==> config.mk <==
export PLATFORM = sky130hd
export DESIGN_NAME = dual_issue_pair
export DESIGN_NICKNAME = d
export VERILOG_FILES = /design/src/rtl/dip_pkg.sv /design/src/rtl/dip_src_match.sv /design/src/rtl/dip_dep_chk.sv /design/src/rtl/dip_steer.sv /design/src/rtl/dip_fwd_sel.sv /design/src/rtl/dual_issue_pair.sv
export SDC_FILE = /design/constraint.sdc
export NUM_CORES = 1
export LEC_CHECK = 0
export ABC_AREA = 1
export ABC_CLOCK_PERIOD_IN_PS = 4300
export BUFFER_PORTS_ARGS = -buffer_cell sky130_fd_sc_hd__buf_4
export CAP_MARGIN = 20
export CORE_AREA = 2 2 136 138
export DETAILED_ROUTE_END_ITERATION = 10
export DIE_AREA = 0 0 138 140
export PLACE_DENSITY = 0.59
export REMOVE_ABC_BUFFERS = 1
export SLEW_MARGIN = 10
export SYNTH_ARGS = -nofsm -noshare
export SYNTH_HDL_FRONTEND = slang
export SYNTH_SLANG_ARGS = --single-unit
==> constraint.sdc <==
create_clock -name clk_i -period 4.3 [get_ports clk_i]
set_clock_uncertainty 0.1 [all_clocks]
set_input_delay 0.43 -clock clk_i [delete_from_list [all_inputs] [get_ports clk_i]]
set_output_delay 0.43 -clock clk_i [all_outputs]
set_load 0.005 [all_outputs]
==> src/rtl/dip_pkg.sv <==
package dip_pkg;
  typedef enum logic [1:0] {
    CLS_ALU = 2'd0,
    CLS_BR  = 2'd1,
    CLS_LD  = 2'd2,
    CLS_ST  = 2'd3
  } cls_e;

  typedef enum logic [1:0] {
    FWD_RF   = 2'd0,
    FWD_ALU  = 2'd1,
    FWD_LOAD = 2'd2
  } fwd_e;

  function automatic logic is_mem(cls_e c);
    return (c == CLS_LD) || (c == CLS_ST);
  endfunction

  function automatic logic reads_b(cls_e c);
    return (c == CLS_ALU) || (c == CLS_ST);
  endfunction

  function automatic logic writes_d(cls_e c);
    return (c == CLS_ALU) || (c == CLS_LD);
  endfunction
endpackage

==> src/rtl/dip_src_match.sv <==
module dip_src_match
  import dip_pkg::*;
#(
  parameter int RW   = 5,
  parameter int ZERO = 31
) (
  input  logic          prod_v_i,
  input  logic [RW-1:0] prod_rd_i,
  input  cls_e          cons_cls_i,
  input  logic [RW-1:0] cons_rs1_i,
  input  logic [RW-1:0] cons_rs2_i,
  output logic          hit_o
);
  logic live;
  assign live  = prod_v_i && (prod_rd_i != RW'(ZERO));
  assign hit_o = live && ((cons_rs1_i == prod_rd_i) ||
                          (reads_b(cons_cls_i) && (cons_rs2_i == prod_rd_i)));
endmodule

==> src/rtl/dip_dep_chk.sv <==
module dip_dep_chk
  import dip_pkg::*;
#(
  parameter int RW   = 5,
  parameter int ZERO = 31
) (
  input  cls_e          a_cls_i,
  input  logic [RW-1:0] a_rd_i,
  input  cls_e          b_cls_i,
  input  logic [RW-1:0] b_rd_i,
  input  logic [RW-1:0] b_rs1_i,
  input  logic [RW-1:0] b_rs2_i,
  output logic          dep_o
);
  logic raw, waw;

  dip_src_match #(.RW(RW), .ZERO(ZERO)) u_raw (
    .prod_v_i  (writes_d(a_cls_i)),
    .prod_rd_i (a_rd_i),
    .cons_cls_i(b_cls_i),
    .cons_rs1_i(b_rs1_i),
    .cons_rs2_i(b_rs2_i),
    .hit_o     (raw)
  );

  assign waw   = writes_d(a_cls_i) && writes_d(b_cls_i) &&
                 (a_rd_i == b_rd_i) && (a_rd_i != RW'(ZERO));
  assign dep_o = raw || waw;
endmodule

==> src/rtl/dip_steer.sv <==
module dip_steer
  import dip_pkg::*;
#(
  parameter int ILEN = 32,
  parameter int RW   = 5,
  localparam int FW  = ILEN + 2 + 3*RW,
  localparam int CLO = 3*RW
) (
  input  logic          clk_i,
  input  logic          rst_ni,
  input  logic          issue_a_i,
  input  logic          issue_b_i,
  input  logic [FW-1:0] a_i,
  input  logic [FW-1:0] b_i,
  output logic          alu_v_o,
  output logic [FW-1:0] alu_o,
  output logic          mem_v_o,
  output logic [FW-1:0] mem_o
);
  logic a_mem, b_mem;
  cls_e alu_cls, mem_cls;

  assign a_mem   = is_mem(cls_e'(a_i[CLO+1:CLO]));
  assign b_mem   = is_mem(cls_e'(b_i[CLO+1:CLO]));
  assign alu_v_o = (issue_a_i && !a_mem) || (issue_b_i && !b_mem);
  assign mem_v_o = (issue_a_i && a_mem) || (issue_b_i && b_mem);
  assign alu_o   = a_mem ? b_i : a_i;
  assign mem_o   = a_mem ? a_i : b_i;
  assign alu_cls = cls_e'(alu_o[CLO+1:CLO]);
  assign mem_cls = cls_e'(mem_o[CLO+1:CLO]);

  AST_ALU_LANE_CLASS: assert property (@(posedge clk_i) disable iff (!rst_ni)
    alu_v_o |-> (alu_cls == CLS_ALU || alu_cls == CLS_BR));
  AST_MEM_LANE_CLASS: assert property (@(posedge clk_i) disable iff (!rst_ni)
    mem_v_o |-> (mem_cls == CLS_LD || mem_cls == CLS_ST));
  AST_YOUNGER_NEEDS_OLDER: assert property (@(posedge clk_i) disable iff (!rst_ni)
    issue_b_i |-> (issue_a_i && alu_v_o && mem_v_o));
endmodule

==> src/rtl/dip_fwd_sel.sv <==
module dip_fwd_sel
  import dip_pkg::*;
#(
  parameter int NRP  = 4,
  parameter int RW   = 5,
  parameter int ZERO = 31
) (
  input  logic [NRP-1:0]    port_v_i,
  input  logic [NRP*RW-1:0] raddr_i,
  input  logic              alu_v_i,
  input  logic [RW-1:0]     alu_rd_i,
  input  logic              ld_v_i,
  input  logic [RW-1:0]     ld_rd_i,
  output logic [2*NRP-1:0]  sel_o
);
  for (genvar p = 0; p < NRP; p++) begin : g_port
    logic [RW-1:0] ra;
    logic hit_alu, hit_ld;
    assign ra      = raddr_i[p*RW +: RW];
    assign hit_alu = port_v_i[p] && alu_v_i && (alu_rd_i == ra) && (ra != RW'(ZERO));
    assign hit_ld  = port_v_i[p] && ld_v_i && (ld_rd_i == ra) && (ra != RW'(ZERO));
    // newer arithmetic result shadows the older load
    assign sel_o[2*p +: 2] = hit_alu ? FWD_ALU : (hit_ld ? FWD_LOAD : FWD_RF);
  end
endmodule

==> src/rtl/dual_issue_pair.sv <==
module dual_issue_pair
  import dip_pkg::*;
#(
  parameter int ILEN = 32,
  parameter int NREG = 32,
  localparam int RW   = $clog2(NREG),
  localparam int ZERO = NREG - 1,
  localparam int NRP  = 4,
  localparam int NWP  = 2,
  localparam int FW   = ILEN + 2 + 3*RW,
  localparam int CLO  = 3*RW
) (
  input  logic              clk_i,
  input  logic              rst_ni,
  input  logic              flush_i,
  input  logic              br_taken_i,
  input  logic              pkt_valid_i,
  output logic              pkt_ready_o,
  input  logic [2*ILEN-1:0] pkt_word_i,
  input  logic [3:0]        pkt_cls_i,
  input  logic [2*RW-1:0]   pkt_rd_i,
  input  logic [2*RW-1:0]   pkt_rs1_i,
  input  logic [2*RW-1:0]   pkt_rs2_i,
  output logic              alu_valid_o,
  output logic [ILEN-1:0]   alu_word_o,
  output logic              mem_valid_o,
  output logic [ILEN-1:0]   mem_word_o,
  output logic [NRP*RW-1:0] rf_raddr_o,
  output logic [NWP*RW-1:0] rf_waddr_o,
  output logic [NWP-1:0]    rf_we_o,
  output logic [2*NRP-1:0]  fwd_sel_o
);
  logic [FW-1:0] p0, p1, a_f, b_f, hold_q, alu_f, mem_f;
  logic          hold_v_q, a_v, b_v, squash;
  logic          luse_a, luse_b, dep, class_fit;
  logic          issue_a, issue_b, take_i1;
  cls_e          a_cls, b_cls, alu_cls, mem_cls;
  logic [RW-1:0] a_rd, a_rs1, a_rs2, b_rd, b_rs1, b_rs2;
  logic [RW-1:0] alu_rd, alu_rs1, alu_rs2, mem_rd, mem_rs1, mem_rs2;
  logic          alu_wr, mem_ld_wr;
  logic          alu_hv_q, ld1_v_q, ld2_v_q;
  logic [RW-1:0] alu_hrd_q, ld1_rd_q, ld2_rd_q;
  logic [NRP-1:0] port_v;

  assign p0 = {pkt_word_i[ILEN-1:0], pkt_cls_i[1:0], pkt_rd_i[RW-1:0],
               pkt_rs1_i[RW-1:0], pkt_rs2_i[RW-1:0]};
  assign p1 = {pkt_word_i[2*ILEN-1:ILEN], pkt_cls_i[3:2], pkt_rd_i[2*RW-1:RW],
               pkt_rs1_i[2*RW-1:RW], pkt_rs2_i[2*RW-1:RW]};

  // held instruction is always the older candidate
  assign a_f = hold_v_q ? hold_q : p0;
  assign b_f = hold_v_q ? p0 : p1;
  assign a_v = hold_v_q || pkt_valid_i;
  assign b_v = pkt_valid_i;

  assign a_cls = cls_e'(a_f[CLO+1:CLO]);
  assign a_rd  = a_f[3*RW-1:2*RW];
  assign a_rs1 = a_f[2*RW-1:RW];
  assign a_rs2 = a_f[RW-1:0];
  assign b_cls = cls_e'(b_f[CLO+1:CLO]);
  assign b_rd  = b_f[3*RW-1:2*RW];
  assign b_rs1 = b_f[2*RW-1:RW];
  assign b_rs2 = b_f[RW-1:0];

  dip_src_match #(.RW(RW), .ZERO(ZERO)) u_luse_a (
    .prod_v_i(ld1_v_q), .prod_rd_i(ld1_rd_q), .cons_cls_i(a_cls),
    .cons_rs1_i(a_rs1), .cons_rs2_i(a_rs2), .hit_o(luse_a)
  );

  dip_src_match #(.RW(RW), .ZERO(ZERO)) u_luse_b (
    .prod_v_i(ld1_v_q), .prod_rd_i(ld1_rd_q), .cons_cls_i(b_cls),
    .cons_rs1_i(b_rs1), .cons_rs2_i(b_rs2), .hit_o(luse_b)
  );

  dip_dep_chk #(.RW(RW), .ZERO(ZERO)) u_dep (
    .a_cls_i(a_cls), .a_rd_i(a_rd), .b_cls_i(b_cls), .b_rd_i(b_rd),
    .b_rs1_i(b_rs1), .b_rs2_i(b_rs2), .dep_o(dep)
  );

  assign squash    = flush_i || br_taken_i;
  assign class_fit = is_mem(a_cls) != is_mem(b_cls);
  assign issue_a   = a_v && !squash && !luse_a;
  assign issue_b   = issue_a && b_v && class_fit && !dep && !luse_b &&
                     (a_cls != CLS_BR);

  dip_steer #(.ILEN(ILEN), .RW(RW)) u_steer (
    .clk_i    (clk_i),
    .rst_ni   (rst_ni),
    .issue_a_i(issue_a),
    .issue_b_i(issue_b),
    .a_i      (a_f),
    .b_i      (b_f),
    .alu_v_o  (alu_valid_o),
    .alu_o    (alu_f),
    .mem_v_o  (mem_valid_o),
    .mem_o    (mem_f)
  );

  assign alu_cls = cls_e'(alu_f[CLO+1:CLO]);
  assign alu_rd  = alu_f[3*RW-1:2*RW];
  assign alu_rs1 = alu_f[2*RW-1:RW];
  assign alu_rs2 = alu_f[RW-1:0];
  assign mem_cls = cls_e'(mem_f[CLO+1:CLO]);
  assign mem_rd  = mem_f[3*RW-1:2*RW];
  assign mem_rs1 = mem_f[2*RW-1:RW];
  assign mem_rs2 = mem_f[RW-1:0];
  assign alu_word_o = alu_f[FW-1:CLO+2];
  assign mem_word_o = mem_f[FW-1:CLO+2];

  assign alu_wr    = alu_valid_o && (alu_cls == CLS_ALU) && (alu_rd != RW'(ZERO));
  assign mem_ld_wr = mem_valid_o && (mem_cls == CLS_LD) && (mem_rd != RW'(ZERO));

  assign rf_raddr_o = {mem_rs2, mem_rs1, alu_rs2, alu_rs1};
  assign rf_waddr_o = {mem_rd, alu_rd};
  assign rf_we_o    = {mem_ld_wr, alu_wr};

  assign port_v = {mem_valid_o && (mem_cls == CLS_ST), mem_valid_o,
                   alu_valid_o && (alu_cls == CLS_ALU), alu_valid_o};

  dip_fwd_sel #(.NRP(NRP), .RW(RW), .ZERO(ZERO)) u_fwd (
    .port_v_i(port_v),
    .raddr_i (rf_raddr_o),
    .alu_v_i (alu_hv_q),
    .alu_rd_i(alu_hrd_q),
    .ld_v_i  (ld2_v_q),
    .ld_rd_i (ld2_rd_q),
    .sel_o   (fwd_sel_o)
  );

  // packet taken: dropped on squash, else when its first member issues
  assign pkt_ready_o = squash ? 1'b1 : (hold_v_q ? issue_b : issue_a);
  assign take_i1     = hold_v_q ? issue_b : (issue_a && !issue_b);

  always_ff @(posedge clk_i or negedge rst_ni) begin
    if (!rst_ni) begin
      hold_v_q  <= 1'b0;
      hold_q    <= '0;
      alu_hv_q  <= 1'b0;
      alu_hrd_q <= '0;
      ld1_v_q   <= 1'b0;
      ld1_rd_q  <= '0;
      ld2_v_q   <= 1'b0;
      ld2_rd_q  <= '0;
    end else begin
      if (squash) begin
        hold_v_q <= 1'b0;
      end else if (take_i1) begin
        hold_v_q <= 1'b1;
        hold_q   <= p1;
      end else if (hold_v_q && issue_a) begin
        hold_v_q <= 1'b0;
      end
      alu_hv_q  <= alu_wr;
      alu_hrd_q <= alu_rd;
      ld1_v_q   <= mem_ld_wr;
      ld1_rd_q  <= mem_rd;
      ld2_v_q   <= flush_i ? 1'b0 : ld1_v_q;
      ld2_rd_q  <= ld1_rd_q;
    end
  end

  AST_FLUSH_QUIET: assert property (@(posedge clk_i) disable iff (!rst_ni)
    flush_i |-> (!alu_valid_o && !mem_valid_o && pkt_ready_o));
  AST_FLUSH_EMPTIES_HOLD: assert property (@(posedge clk_i) disable iff (!rst_ni)
    flush_i |=> !hold_v_q);
  AST_TAKEN_SQUASH: assert property (@(posedge clk_i) disable iff (!rst_ni)
    br_taken_i |-> (!alu_valid_o && !mem_valid_o));
  AST_TAKEN_EMPTIES_HOLD: assert property (@(posedge clk_i) disable iff (!rst_ni)
    br_taken_i |=> !hold_v_q);
  AST_LOAD_USE_GAP: assert property (@(posedge clk_i) disable iff (!rst_ni)
    rf_we_o[1] |=> !(alu_valid_o && ((alu_rs1 == $past(mem_rd)) ||
                     ((alu_cls == CLS_ALU) && (alu_rs2 == $past(mem_rd))))));
  AST_FWD_ALU_ORIGIN: assert property (@(posedge clk_i) disable iff (!rst_ni)
    (fwd_sel_o[1:0] == FWD_ALU) |->
      ($past(rf_we_o[0]) && ($past(rf_waddr_o[RW-1:0]) == rf_raddr_o[RW-1:0])));
  AST_NO_ZERO_WRITE: assert property (@(posedge clk_i) disable iff (!rst_ni)
    rf_we_o[0] |-> (rf_waddr_o[RW-1:0] != RW'(ZERO)));
  AST_PAIR_DISTINCT_DEST: assert property (@(posedge clk_i) disable iff (!rst_ni)
    (&rf_we_o) |-> (rf_waddr_o[RW-1:0] != rf_waddr_o[2*RW-1:RW]));
endmodule

## Word level (Yosys, flattened, before mapping)

Index checks and enable logic that the tools add are counted.

- Register bits after elaboration: 68
- Input port bits: 103
- Output and inout port bits: 107

- Equality and inequality tests: 31
- Multiplexer cells: 19
- Bitwise operators: 1
- Reduce and logical (&&, ||, !) cells: 79

Operators with widths:

| operator | number |
|---|---|
| 2-to-1 mux 49 bit | 4 |
| == test 5 bit | 15 |
| logical AND 1 bit | 53 |
| != test 5 bit, second input constant | 8 |
| 2-to-1 mux 2 bit | 8 |
| logical OR 1 bit | 14 |
| == test 2 bit, second input constant | 6 |
| zero test 1 bit | 7 |
| 2-to-1 mux 1 bit | 7 |
| zero test 2 bit | 3 |
| nonzero test 3 bit | 1 |
| != test 2 x 1 -> 1 bit, second input constant | 1 |
| AND reduction 2 bit | 1 |
| != test 1 bit | 1 |
| NOT 1 bit | 1 |

## Logic depth before layout (Yosys ltp)

Gate-level depths: netlist of run 1.

- Depth in word-level cells: 21
- Depth in mapped cells: 23
- Depth with buffers taken out: 16

## By module

From an unflattened synthesis of run 1, not the netlist that was laid out.

- Cell total of the unflattened synthesis: 1285
- Area total of the unflattened synthesis: 6755.2 um^2

By module, submodules not included:

| module | instances | cells each | area an instance (um^2) |
|---|---|---|---|
| dual_issue_pair | 1 | 544 | 3773.6 |
| dip_steer | 1 | 320 | 1258.7 |
| dip_fwd_sel | 1 | 229 | 922.1 |
| dip_src_match | 3 | 54 | 226.5 |
| dip_dep_chk | 1 | 30 | 121.4 |

## Least setup slack after synthesis of run 1

No wires, ideal clock.

- Kind: register to output
- Start: reg hold_v_q
- End: out rf_we_o[0]
- Arrival time: 2.904 ns
- Required time: 3.770 ns
- Path slack: 0.866 ns
- Stages on the path, launching flop included: 23
- Buffers on the path: 7
- Cell sequence: dfrtp_1 buf_6 buf_6 buf_6 nand2_1 o21ai_2 inv_2 buf_2 clkbuf_1 clkbuf_1 ha_1 nand2_1 nor2_1 nand3_1 nand2_1 nand2_1 nand2_1 nor2_2 nand3_1 nand2_1 nand2_1 nor2_1 buf_4

- Longest elaborated chain between the ends: 17
- Elaborated cells on any way between the ends: 59
- Those cells by class: 15 x eq/ne; 3 x mux; 41 x reduce/logical

RTL lines:

| item | RTL line | RTL |
|---|---|---|
| start, declared | dual_issue_pair.sv:34 | `logic hold_v_q, a_v, b_v, squash;` |
| start signal, assigned | dual_issue_pair.sv:136 | `hold_v_q <= 1'b0;` |
| start signal, assigned | dual_issue_pair.sv:146 | `hold_v_q <= 1'b0;` |
| start signal, assigned | dual_issue_pair.sv:148 | `hold_v_q <= 1'b1;` |
| 2-to-1 mux 49 bit | dual_issue_pair.sv:51 | `assign a_f = hold_v_q ? hold_q : p0;` |
| == test 2 bit / zero test 2 bit (equally long branches) | dip_pkg.sv:16, dip_pkg.sv:20, dip_pkg.sv:24 |  |
| logical OR 1 bit | dip_pkg.sv:20 | `return (c == CLS_ALU) \|\| (c == CLS_ST);` |
| logical AND 1 bit | dip_src_match.sv:17 | `(reads_b(cons_cls_i) && (cons_rs2_i == prod_rd_i)));` |
| logical OR 1 bit | dip_src_match.sv:16 | `assign hit_o = live && ((cons_rs1_i == prod_rd_i) \|\|` |
| logical AND 1 bit | dip_src_match.sv:16 |  |
| zero test 1 bit | dual_issue_pair.sv:82 | `assign issue_a = a_v && !squash && !luse_a;` |
| logical AND 1 bit | dual_issue_pair.sv:82 |  |
| logical AND 1 bit (5 in series) | dual_issue_pair.sv:83 | `assign issue_b = issue_a && b_v && class_fit && !dep && !luse_b &&` |
| logical AND 1 bit | dip_steer.sv:25 | `assign alu_v_o = (issue_a_i && !a_mem) \|\| (issue_b_i && !b_mem);` |
| logical OR 1 bit (*) | dip_steer.sv:25 |  |
| named net alu_valid_o | dual_issue_pair.sv:24 | `output logic alu_valid_o,` |
| logical AND 1 bit (*) (2 in series) | dual_issue_pair.sv:110 | `assign alu_wr = alu_valid_o && (alu_cls == CLS_ALU) && (alu_rd != RW'(ZERO));` |
| end, declared | dual_issue_pair.sv:30 | `output logic [NWP-1:0] rf_we_o,` |

Mark *: on every way through the listed nets, which the timed path passes. The rest lies on a longest branch.

## Worst setup path in the final report of run 1

- Start: reg hold_v_q
- End: out pkt_ready_o

- Longest elaborated chain between the ends: 15
- Elaborated cells on any way between the ends: 51
- Those cells by class: 14 x eq/ne; 4 x mux; 33 x reduce/logical

RTL lines:

| item | RTL line | RTL |
|---|---|---|
| 2-to-1 mux 49 bit | dual_issue_pair.sv:51 |  |
| == test 2 bit / zero test 2 bit (equally long branches) | dip_pkg.sv:16, dip_pkg.sv:20, dip_pkg.sv:24 |  |
| logical OR 1 bit | dip_pkg.sv:20 |  |
| logical AND 1 bit | dip_src_match.sv:17 |  |
| logical OR 1 bit | dip_src_match.sv:16 |  |
| logical AND 1 bit | dip_src_match.sv:16 |  |
| zero test 1 bit | dual_issue_pair.sv:82 |  |
| logical AND 1 bit | dual_issue_pair.sv:82 |  |
| logical AND 1 bit (5 in series) | dual_issue_pair.sv:83 |  |
| 2-to-1 mux 1 bit (*) (2 in series) | dual_issue_pair.sv:131 | `assign pkt_ready_o = squash ? 1'b1 : (hold_v_q ? issue_b : issue_a);` |
| end, declared | dual_issue_pair.sv:18 | `output logic pkt_ready_o,` |

Every way passes the cells marked *; elsewhere a longest branch is shown, timed or not.

==> results.toml, run 1 <==
[outcome]
run_status = "finished clean"

[logic_synthesis]
syn_area_sq_um = 6650
synth_area_per_cell_sq_um = 5.46
postSynthRegisterBits = 68
synth-seq-area-share_pct = 25.6
ys_top_cells_by_area = "sky130_fd_sc_hd__nand2_1, sky130_fd_sc_hd__dfrtp_1, sky130_fd_sc_hd__o21ai_0, sky130_fd_sc_hd__nand3_1, sky130_fd_sc_hd__inv_1"
synthesis.instances = 1217
synth_top_area_share_pct = 36.2
netlist.top_cell.by_area = "sky130_fd_sc_hd__nand2_1"
yosysWarnings = 0
synth_cell_type_count = 34

[setup_path]
worst_r2r_path_depth = 14
max_stage_delay_ns = 0.68
critical_path.endpoint_type = "primary output"
critical-path-top-cell-by-count = "sky130_fd_sc_hd__nand2_1"
criticalPathCategory = "reg2out"
path_max_fanout = 88
setup.worst_path.start_class = "register"
worst_r2r_startpoint = "hold_v_q"
critical_path_arrival_ns = 3.30
critPathRequiredTime_ns = 3.77
crit_path_end = "pkt_ready_o"
crit_path_cell_trace = "buf_4, nand2_1, o21ai_1, nand2_1, nand2_1, nor2_1, nand3_1, nand3_1, nand2_1, nand3_2, nand3b_1, buf_4"
cp-startpoint = "hold_v_q"
worstReg2RegEnd = "hold_q[1]"
regToRegSetupSlack_ns = 0.70
critPathSlowestCell = "sky130_fd_sc_hd__buf_4"

[flow_run]
timing.max_cap.violations = 0

[placement]
gp_routability_congestion = 0.902
placement.cell_area_sq_um = 8230
io_buffers = 209
place.detailed.hpwl_um = 17800

[final_layout]
area.growth.synth_to_final_pct = 28.5
layout-drive-gt1-share_pct = 18.9
seqCellArea_sq_um = 1710
stdcell_area_sq_um = 8540
finish.utilization_pct = 48.0
final_net_count = 1486
multi_input_comb_area_sq_um = 4140
layout.filler_cells = 1937
antennaDiodeCount = 0
final_cell_mix = "sky130_fd_sc_hd__nand2_1, sky130_fd_sc_hd__buf_4, sky130_fd_sc_hd__inv_1"
most_common_library_cell_in_the_layout_ignoring_fill_and_taps = "sky130_fd_sc_hd__nand2_1"

[clocking]
ctsRootBufferMaster = "sky130_fd_sc_hd__clkbuf_16"
worst_skew_pair.late_latency_ns = 0.34
htree_levels = 3
cts-buffers-inserted = 9
hold_buffer_count_at_cts = 0
cts.sink_count = 68
post_cts.repair.setup_buffers = 0
number_of_gates_resized_after_cts = 0
clock_path_buffers = 2
worst_setup_hold_path_clk_slew_ns = 0.06
tritoncts = "built"

[timing]
report.final.slew_viol_count = 0
final_period_minus_worst_setup_slack_ns = 3.83
achievable-frequency_mhz = 261
post_route_fraction_of_the_period_consumed_by_the_critical_path_pct = 89.2
slew_headroom_pct = 37.9
unrepaired_setup_endpoints_after_global_routing = "no"
timing_hold_violations_final = 0
timing_worst_slew_pin_value_ns = 0.932
finalSetupViolCount = 0

[pwr]
vdd_ir_drop_max_uv = 193
leakage_nw = 4.91
power.share.combinational_pct = 43.2
p_sw_share_pct = 39.1
power.clock.fraction_pct = 26.4
power_switching_mw = 1.15
internal_power_mw = 1.79
seqPwrFrac_pct = 30.4
power-per-cell-area_nw_per_um2 = 344

[global_route]
grt.overflow.total = 0
gr-usage-all-layers_pct = 24.8
grt_pass1_vias = 7351
initial_antenna_violation_count = 0
grt_pass1_wl_um = 38800
grt_start_max_net_pins = 89

[floorplanning]
core_region_area_sq_um = 17800
floorplan.initialDensity_pct = 37.4
floorplan.die.height_um = 140
num_io_pins = 210
floorplan.die_area_sq_um = 19300
row_count = 49
die_width_um = 138

[hold_path]
holdCritPathClass = "in2async"

[detailed_routing]
detail_route.wl_per_cell_um = 14.9
iteration_0_drc_count_of_the_detailed_router = 489
final_antenna_net_count = 0
detailedRoute.firstPassIterationCount = 7
num_vias = 7935
route.final.wire_length_um = 24000
drc = 0
vias_per_cell = 4.92
-- how the worst min path moves through the flow --
stage / cells past startpoint / end / start
6_report: 1 / hold_q[45] / rst_ni
5_1_grt: 2 / ld2_v_q / flush_i
4_1_cts: 2 / ld2_v_q / flush_i
3_5_place_dp: 2 / hold_q[14] / hold_q[14]
3_3_place_gp: 2 / hold_q[10] / hold_q[10]
2_1_floorplan: 0 / alu_hrd_q[0] / rst_ni
-- synth_stat cells --
master	count
sky130_fd_sc_hd__nand2_1	640
sky130_fd_sc_hd__inv_1	108
sky130_fd_sc_hd__o21ai_0	91
sky130_fd_sc_hd__nand3_1	90
sky130_fd_sc_hd__dfrtp_1	68
sky130_fd_sc_hd__nor2_1	52
sky130_fd_sc_hd__clkbuf_1	29
sky130_fd_sc_hd__buf_2	22
sky130_fd_sc_hd__o21ai_1	21
sky130_fd_sc_hd__nand4_1	12
sky130_fd_sc_hd__buf_4	11
sky130_fd_sc_hd__xor2_1	9
sky130_fd_sc_hd__o21ai_2	8
sky130_fd_sc_hd__buf_6	7
sky130_fd_sc_hd__a21oi_1	6
sky130_fd_sc_hd__inv_2	6
sky130_fd_sc_hd__nor3_1	4
sky130_fd_sc_hd__ha_1	3
sky130_fd_sc_hd__nand2_2	3
sky130_fd_sc_hd__nor2_2	3
sky130_fd_sc_hd__o2111ai_1	3
sky130_fd_sc_hd__o22ai_1	3
sky130_fd_sc_hd__a31oi_1	2
sky130_fd_sc_hd__nand3b_1	2
sky130_fd_sc_hd__o211ai_1	2
sky130_fd_sc_hd__o21a_1	2
sky130_fd_sc_hd__or2_2	2
sky130_fd_sc_hd__xnor2_1	2
sky130_fd_sc_hd__a211oi_1	1
sky130_fd_sc_hd__and2_1	1
sky130_fd_sc_hd__inv_4	1
sky130_fd_sc_hd__nand3_2	1
sky130_fd_sc_hd__o21a_2	1
sky130_fd_sc_hd__or2_1	1
-- power groups by stage --
stage	sequential (mW)	combinational, mW	clock, mW
3_5_place_dp	0.898	1.27	0
2_1_floorplan	0.878	0.720	0
5_1_grt	0.910	1.44	0.817
6_report	0.892	1.27	0.776
4_1_cts	0.892	1.27	0.793
3_3_place_gp	0.902	1.27	0
-- registers in the layout, summed over array words and instances, names as in the netlist --
register / cells
alu_hv_q: 1
alu_hrd_q: 5
ld1_rd_q: 5
hold_q: 49
ld2_rd_q: 5
ld2_v_q: 1
hold_v_q: 1
ld1_v_q: 1
-- kinds of logic after synthesis --
logic type | count (synthesis) | share of synthesized area (%)
AO/OA/AOI/OAI | 140 | 11.5
XOR/XNOR | 11 | 1.45
adder cells (fa/ha/maj) | 3 | 0.565
buffers and inverters | 184 | 12.3
flip-flops | 68 | 25.6
AND/OR/NAND/NOR | 811 | 48.6
-- worst max-delay path: cells and delay by family (launching register included) --
family | cells | cell delay [ns]
AND/OR/NAND/NOR | 9 | 1.31
buffers and inverters | 2 | 0.81
flip-flops | 1 | 0.50
AO/OA/AOI/OAI | 1 | 0.29
-- cell type report --
type | instances | share of cell area (%)
tap | 229 | 3.36
clock buffer | 12 | 3.00
clock inverter | 4 | 0.557
inverter | 115 | 5.08
timing repair buffer | 221 | 19.6
sequential | 68 | 20.0
multi-input combinational | 965 | 48.4
-- stage by stage --
stage / setup slack (ns) / total power, mW / hold slack, ns / cells / setup TNS, ns
finish: 0.466 / 2.94 / 0.109 / 1614 / 0
floorplan: -3.56 / 1.60 / 0.0344 / 1148 / -334.34
global route: 0.175 / 3.17 / 0.141 / 1614 / 0
detailed placement: 0.712 / 2.17 / 0.396 / 1598 / 0
global placement: 0.775 / 2.17 / 0.396 / 1598 / 0
CTS: 0.423 / 2.96 / 0.128 / 1614 / 0
-- metal layers --
metal / routed length (um) / track usage, % / share of wire, %
met5: 0 / 0 / 0
met4: 771 / 9.56 / 3.2
met3: 1820 / 6.26 / 7.6
met2: 10700 / 39.2 / 45
met1: 10700 / 32.6 / 44
(Power assumes the default switching activity.)
==> inputs of run 2 (changes only) <==
--- a/config.mk
+++ b/config.mk
@@ -10,9 +10,11 @@
 export BUFFER_PORTS_ARGS = -buffer_cell sky130_fd_sc_hd__buf_4
 export CAP_MARGIN = 20
 export CORE_AREA = 2 2 136 138
+export CTS_CLUSTER_SIZE = 12
 export DETAILED_ROUTE_END_ITERATION = 10
 export DIE_AREA = 0 0 138 140
-export PLACE_DENSITY = 0.59
+export GPL_TIMING_DRIVEN = 0
+export PLACE_DENSITY = 0.69
 export REMOVE_ABC_BUFFERS = 1
 export SLEW_MARGIN = 10
 export SYNTH_ARGS = -nofsm -noshare
==> run 2 against run 1 <==
Cell area grew 1.8%. Clock power shrank 4.3%. Total power is essentially flat. Routed wire length grew 1.1%. First-iteration DRC count grew 17%. Sequential power shrank 0.7%. Largest cell class unchanged.
==> results.toml, run 2 (synthesized netlist as in run 1, its figures left out) <==
[pwr]
internal_power_mw = 1.78
seqPwrFrac_pct = 30.2
leakage_nw = 4.95
power-per-cell-area_nw_per_um2 = 337
vdd_ir_drop_max_uv = 204
power.clock.fraction_pct = 25.3
p_sw_share_pct = 39.4
power.share.combinational_pct = 44.5
power_switching_mw = 1.16

[floorplanning]
num_io_pins = 210
floorplan.die.height_um = 140
core_region_area_sq_um = 17800
floorplan.initialDensity_pct = 37.4
row_count = 49
floorplan.die_area_sq_um = 19300
die_width_um = 138

[clocking]
cts.sink_count = 68
tritoncts = "built"
htree_levels = 3
worst_skew_pair.late_latency_ns = 0.35
hold_buffer_count_at_cts = 0
worst_setup_hold_path_clk_slew_ns = 0.06
cts-buffers-inserted = 9
clock_path_buffers = 2
ctsRootBufferMaster = "sky130_fd_sc_hd__clkbuf_16"

[global_route]
grt_pass1_vias = 7445
grt.overflow.total = 0
grt_pass1_wl_um = 38700
gr-usage-all-layers_pct = 24.6
initial_antenna_violation_count = 0
grt_start_max_net_pins = 107

[placement]
gp_routability_congestion = 0.924
io_buffers = 209
preCtsSetupSlack_ns = -1.35
place.detailed.hpwl_um = 16500

[outcome]
run_status = "finished clean"

[detailed_routing]
iteration_0_drc_count_of_the_detailed_router = 574
route.final.wire_length_um = 24200
detail_route.wl_per_cell_um = 15.0
met3RoutedLength_um = 2050
met2WireLength_um = 11500
final_antenna_net_count = 0
routedLengthMet1_um = 10300
drc = 0
vias_per_cell = 5.00
highest-signal-layer = "met4"
num_vias = 8088
detailedRoute.firstPassIterationCount = 5

[flow_run]
timing.max_cap.violations = 0

[timing]
final_period_minus_worst_setup_slack_ns = 4.02
finalSetupViolCount = 0
achievable-frequency_mhz = 249
slew_headroom_pct = 38.0
post_route_fraction_of_the_period_consumed_by_the_critical_path_pct = 93.5
timing_hold_violations_final = 0
hold-worst-slack_ns = 0.131
report.final.slew_viol_count = 0
unrepaired_setup_endpoints_after_global_routing = "no"
setup-tns-final_ns = 0
timing.final.ws_setup_ns = 0.278
timing_worst_slew_pin_value_ns = 0.930

[hold_path]
holdCritPathClass = "in2async"

[setup_path]
critical_path_arrival_ns = 3.49
criticalPathCategory = "reg2out"
setup.worst_path.start_class = "register"
critPathRequiredTime_ns = 3.77
critical_path.endpoint_type = "primary output"
path_max_fanout = 106

[final_layout]
layout.filler_cells = 1922
final_cell_mix = "sky130_fd_sc_hd__nand2_1, sky130_fd_sc_hd__buf_4, sky130_fd_sc_hd__inv_1"
max_flop_register = "hold_q"
layout-drive-gt1-share_pct = 19.0
most_common_library_cell_in_the_layout_ignoring_fill_and_taps = "sky130_fd_sc_hd__nand2_1"
area.growth.synth_to_final_pct = 30.8
antennaDiodeCount = 0
largest_register_ffs = 49
final_net_count = 1488
finish.utilization_pct = 48.9
seqCellArea_sq_um = 1710
multi_input_comb_area_sq_um = 4190
## run 2: cell types whose count changed in the layout (fill, tap and decap cells not counted), sizes merged
cell	delta
clkinv	+1
buf	-1
nand3	+2
## run 2: power groups by stage
stage	clock [mW]	combinational, mW	sequential, mW
after floorplan	0	0.720	0.878
after global placement	0	1.24	0.917
after detailed placement	0	1.26	0.899
after CTS	0.751	1.29	0.885
after global routing	0.777	1.47	0.904
final	0.743	1.31	0.886
## run 2: routing by layer
| layer | track usage [%] | vias to the layer above |
|---|---|---|
| met3 | 5.81 | 43 |
| li1 | - | 4105 |
| met1 | 30.9 | 3621 |
| met4 | 7.14 | 0 |
| met2 | 42.4 | 319 |
| met5 | 0 | - |
## run 2: area by class of cell
| type | instances | share of cell area [%] |
|---|---|---|
| clock buffer | 11 | 2.68 |
| sequential | 68 | 19.6 |
| tap | 229 | 3.30 |
| multi-input combinational | 967 | 48.2 |
| timing repair buffer | 221 | 20.4 |
| clock inverter | 5 | 0.604 |
| inverter | 115 | 5.20 |
## run 2: path summary, 6_finish.rpt
kind / from / endpoint / slack [ns] / depth (start not counted)
max: hold_v_q / rf_we_o[0] / 0.28 / 18
min: rst_ni / hold_q[30] / 0.13 / 1
max reg2reg: hold_v_q / hold_q[27] / 0.44 / 16
min reg2reg: ld1_rd_q[2] / ld2_rd_q[2] / 0.37 / 0
max in group asynchronous: rst_ni / hold_v_q / 3.26 / 1
min in group clk_i: flush_i / ld2_v_q / 0.15 / 2
## run 2: per-stage QoR
step / std cells / cell area (sq um) / total power [mW]
4_1_cts: 1610 / 8630 / 2.93
6_report: 1616 / 8690 / 2.93
5_1_grt: 1616 / 8690 / 3.16
3_5_place_dp: 1590 / 8240 / 2.16
3_3_place_gp: 1586 / 8120 / 2.15
2_1_floorplan: 1148 / 6260 / 1.60
## run 2: critical path, stage by stage (launching register included)
cell	delay, ns
sky130_fd_sc_hd__dfrtp_4	0.53
sky130_fd_sc_hd__buf_16	0.20
sky130_fd_sc_hd__inv_12	0.33
sky130_fd_sc_hd__or2_1	0.18
sky130_fd_sc_hd__o21ai_2	0.08
sky130_fd_sc_hd__inv_2	0.07
sky130_fd_sc_hd__ha_1	0.23
sky130_fd_sc_hd__nand2_1	0.08
sky130_fd_sc_hd__nor2_1	0.04
sky130_fd_sc_hd__nand3_1	0.07
sky130_fd_sc_hd__nand2_1	0.09
sky130_fd_sc_hd__nand2_1	0.07
sky130_fd_sc_hd__nand2_1	0.13
sky130_fd_sc_hd__nor2_4	0.26
sky130_fd_sc_hd__nand3_1	0.14
sky130_fd_sc_hd__nand2_1	0.15
sky130_fd_sc_hd__nand2_1	0.12
sky130_fd_sc_hd__nor2_1	0.17
sky130_fd_sc_hd__buf_4	0.14
## run 2: what timing repair did
action | in CTS | in global routing
pin swaps | 1 | 1
setup endpoints to repair | 63 | 60
cloned | 2 | 1
resized for setup | 8 | 1
setup buffers | 2 | 5
==> inputs of run 3 (changes only) <==
--- a/config.mk
+++ b/config.mk
@@ -5,14 +5,14 @@
 export SDC_FILE = /design/constraint.sdc
 export NUM_CORES = 1
 export LEC_CHECK = 0
-export ABC_AREA = 1
+export ABC_AREA = 0
 export ABC_CLOCK_PERIOD_IN_PS = 4300
 export BUFFER_PORTS_ARGS = -buffer_cell sky130_fd_sc_hd__buf_4
 export CAP_MARGIN = 20
-export CORE_AREA = 2 2 136 138
+export CORE_AREA = 2 2 139 141
 export CTS_CLUSTER_SIZE = 12
 export DETAILED_ROUTE_END_ITERATION = 10
-export DIE_AREA = 0 0 138 140
+export DIE_AREA = 0 0 141 143
 export GPL_TIMING_DRIVEN = 0
 export PLACE_DENSITY = 0.69
 export REMOVE_ABC_BUFFERS = 1
==> run 3 against run 2 <==
Core utilization down 0.77 points. Final cell count down 27%. Combinational power down 7%. Sequential cell count unchanged. Synthesized area up 5.1%. Non-clock buffer count down 5. Synthesized cell count down 35%. Register-to-register slack better by 0.03 ns. Highest routed layer unchanged. Critical path depth down 9. Clock power up 2%. Critical path type unchanged. Largest power group unchanged. Via count down 20%.
==> results.toml, run 3 <==
[clocking]
cts-buffers-inserted = 9
worst_skew_pair.late_latency_ns = 0.34
clock_path_buffers = 2
hold_buffer_count_at_cts = 0
worst_setup_hold_path_clk_slew_ns = 0.06
cts.sink_count = 68
ctsRootBufferMaster = "sky130_fd_sc_hd__clkbuf_16"
tritoncts = "built"
htree_levels = 3

[timing]
post_route_fraction_of_the_period_consumed_by_the_critical_path_pct = 92.0
final_period_minus_worst_setup_slack_ns = 3.96
hold-worst-slack_ns = 0.130
finalSetupViolCount = 0
slew_headroom_pct = 36.8
achievable-frequency_mhz = 253
timing_hold_violations_final = 0
timing_worst_slew_pin_value_ns = 0.947
report.final.slew_viol_count = 0
unrepaired_setup_endpoints_after_global_routing = "no"

[logic_synthesis]
syn_area_sq_um = 6990
synth.top_cells.by_count = "sky130_fd_sc_hd__mux2i_1, sky130_fd_sc_hd__a21oi_1, sky130_fd_sc_hd__nor2b_1"
synth-seq-area-share_pct = 24.4
number_of_synthesized_flops_with_an_enable_pin = 0
ys_top_cells_by_area = "sky130_fd_sc_hd__dfrtp_1, sky130_fd_sc_hd__mux2i_1, sky130_fd_sc_hd__a211oi_1, sky130_fd_sc_hd__nor2b_1, sky130_fd_sc_hd__xnor2_1"
proportion_of_register_bits_with_asynchronous_set_or_reset_after_synthesis_pct = 100
yosys.cell_count.top_type = "sky130_fd_sc_hd__mux2i_1"
synthesis.instances = 791
synth_area_per_cell_sq_um = 8.83
postSynthRegisterBits = 68
netlist.top_cell.by_area = "sky130_fd_sc_hd__dfrtp_1"
synth_top_area_share_pct = 24.4
synthFlopType = "sky130_fd_sc_hd__dfrtp_1"
synth_cell_type_count = 44
yosysWarnings = 0

[floorplanning]
row_count = 50
num_io_pins = 210
floorplan.initialDensity_pct = 37.6
core_region_area_sq_um = 18600
floorplan.die.height_um = 143
die_width_um = 141
floorplan.die_area_sq_um = 20200

[global_route]
met3_usage_pct = 6.30
grt_pass1_vias = 6036
gr-usage-met1_pct = 24.2
grt.overflow.total = 0
use_met2_pct = 35.0
busiest_layer_in_global_routing = "met2"
grt_pass1_wl_um = 32400
initial_antenna_violation_count = 1
grt_start_max_net_pins = 105
gr-usage-all-layers_pct = 20.1

[detailed_routing]
drc = 0
vias_per_cell = 5.52
final_antenna_net_count = 0
detail_route.wl_per_cell_um = 17.5
num_vias = 6470
route.final.wire_length_um = 20600
iteration_0_drc_count_of_the_detailed_router = 387
detailedRoute.firstPassIterationCount = 4

[setup_path]
max_stage_delay_ns = 0.65
crit_family = "compound AO/OA/AOI/OAI gates"
setup.worst_path.start_class = "register"
worst_r2r_startpoint = "hold_v_q"
critical_path_cell_count = 9
regToRegSetupSlack_ns = 0.47
crit_path_cell_trace = "buf_16, mux2i_1, xor2_1, nand4_1, o32a_1, o221ai_1, a21oi_1, and4b_1, buf_4"
worstReg2RegEnd = "hold_q[30]"
path_max_fanout = 71
critical_path_arrival_ns = 3.43
crit_buf_inv = 2
worst_r2r_path_depth = 9
critPathSlowestCell = "sky130_fd_sc_hd__dfrtp_4"
critPathRequiredTime_ns = 3.77
critical_path.endpoint_type = "primary output"
criticalPathCategory = "reg2out"

[final_layout]
area.growth.synth_to_final_pct = 28.0
final_cell_mix = "sky130_fd_sc_hd__buf_4, sky130_fd_sc_hd__mux2i_1, sky130_fd_sc_hd__nor2b_1"
seqCellArea_sq_um = 1710
largest_register_ffs = 49
multi_input_comb_area_sq_um = 4880
layout-drive-gt1-share_pct = 30.6
layout.filler_cells = 1800
max_flop_register = "hold_q"
finish.utilization_pct = 48.1
final_net_count = 1039
most_common_library_cell_in_the_layout_ignoring_fill_and_taps = "sky130_fd_sc_hd__buf_4"
antennaDiodeCount = 0

[placement]
gp_routability_congestion = 0.906
place.detailed.hpwl_um = 15000
io_buffers = 209

[hold_path]
holdCritPathClass = "in2async"

[flow_run]
timing.max_cap.violations = 0

[outcome]
run_status = "finished clean"

[pwr]
power_switching_mw = 1.07
p_sw_share_pct = 35.7
finalPower_mw = 2.99
leakage_nw = 3.80
vdd_ir_drop_max_uv = 204
power-per-cell-area_nw_per_um2 = 334
power.clock.fraction_pct = 25.3
seqPwrFrac_pct = 33.7
power.share.combinational_pct = 40.9
internal_power_mw = 1.92
## run 3: area by class of cell
cell class | count | share of cell area (%)
clock inverter | 7 | 0.756
inverter | 7 | 0.294
timing repair buffer | 216 | 19.4
tap | 234 | 3.27
multi-input combinational | 631 | 54.6
clock buffer | 9 | 2.52
sequential | 68 | 19.1
## run 3: cells by family after synthesis
group / count (synthesis) / share of synthesized area (%)
compound gates: 202 / 18.2
simple gates: 171 / 14.5
mux: 167 / 25.3
buf+inv: 92 / 6.00
xor+xnor: 88 / 11.0
flops: 68 / 24.4
fa+ha+maj: 3 / 0.537
## run 3: power by group through the flow
stage / logic (mW) / clock network [mW] / registers, mW
4_1_cts: 1.22 / 0.776 / 1.01
3_5_place_dp: 1.21 / 0 / 1.02
3_3_place_gp: 1.21 / 0 / 1.09
6_report: 1.22 / 0.757 / 1.01
5_1_grt: 1.35 / 0.800 / 1.03
2_1_floorplan: 0.796 / 0 / 1.01
## run 3: timing repair
action | in CTS | in global routing
gates cloned | 0 | 0
pin swaps | 0 | 0
buffers inserted | 1 | 1
resized for setup | 1 | 3
endpoints found under the setup margin | 11 | 6
## run 3: worst max-delay path by stage
stage | from | end | slack (ns)
floorplan | hold_v_q | hold_q[16] | -4.12
global placement | hold_v_q | hold_q[16] | -6.80
detailed placement | hold_v_q | hold_q[25] | 0.06
CTS | hold_v_q | rf_we_o[1] | 0.16
global route | hold_v_q | fwd_sel_o[3] | 0.13
finish | hold_v_q | fwd_sel_o[3] | 0.34
## run 3: through the flow
stage	cells	area [sq um]	worst slack [ns]	setup TNS, ns
after floorplan	706	6590	-4.12	-314.16
after detailed placement	1154	8600	0.0576	0
after CTS	1171	8910	0.160	0
after global placement	1149	8450	-6.80	-653.27
final	1172	8940	0.344	0
after global routing	1172	8940	0.132	0
## run 3: worst reg2reg max path, stage by stage (launching register included)
cell and delay [ns]:
sky130_fd_sc_hd__dfrtp_4 0.65, sky130_fd_sc_hd__buf_16 0.32, sky130_fd_sc_hd__mux2i_1 0.44, sky130_fd_sc_hd__xor2_1 0.19, sky130_fd_sc_hd__nand4_1 0.11, sky130_fd_sc_hd__o32a_1 0.40, sky130_fd_sc_hd__o221ai_1 0.37, sky130_fd_sc_hd__or3b_4 0.46
sky130_fd_sc_hd__buf_12 0.28, sky130_fd_sc_hd__mux2_2 0.39
## run 3: layer usage
| layer | vias to the layer above | wire length (um) |
|---|---|---|
| met5 | - | 0 |
| met4 | 0 | 379 |
| met3 | 29 | 1430 |
| met2 | 214 | 10000 |
| met1 | 3062 | 8740 |
| li1 | 3165 | - |
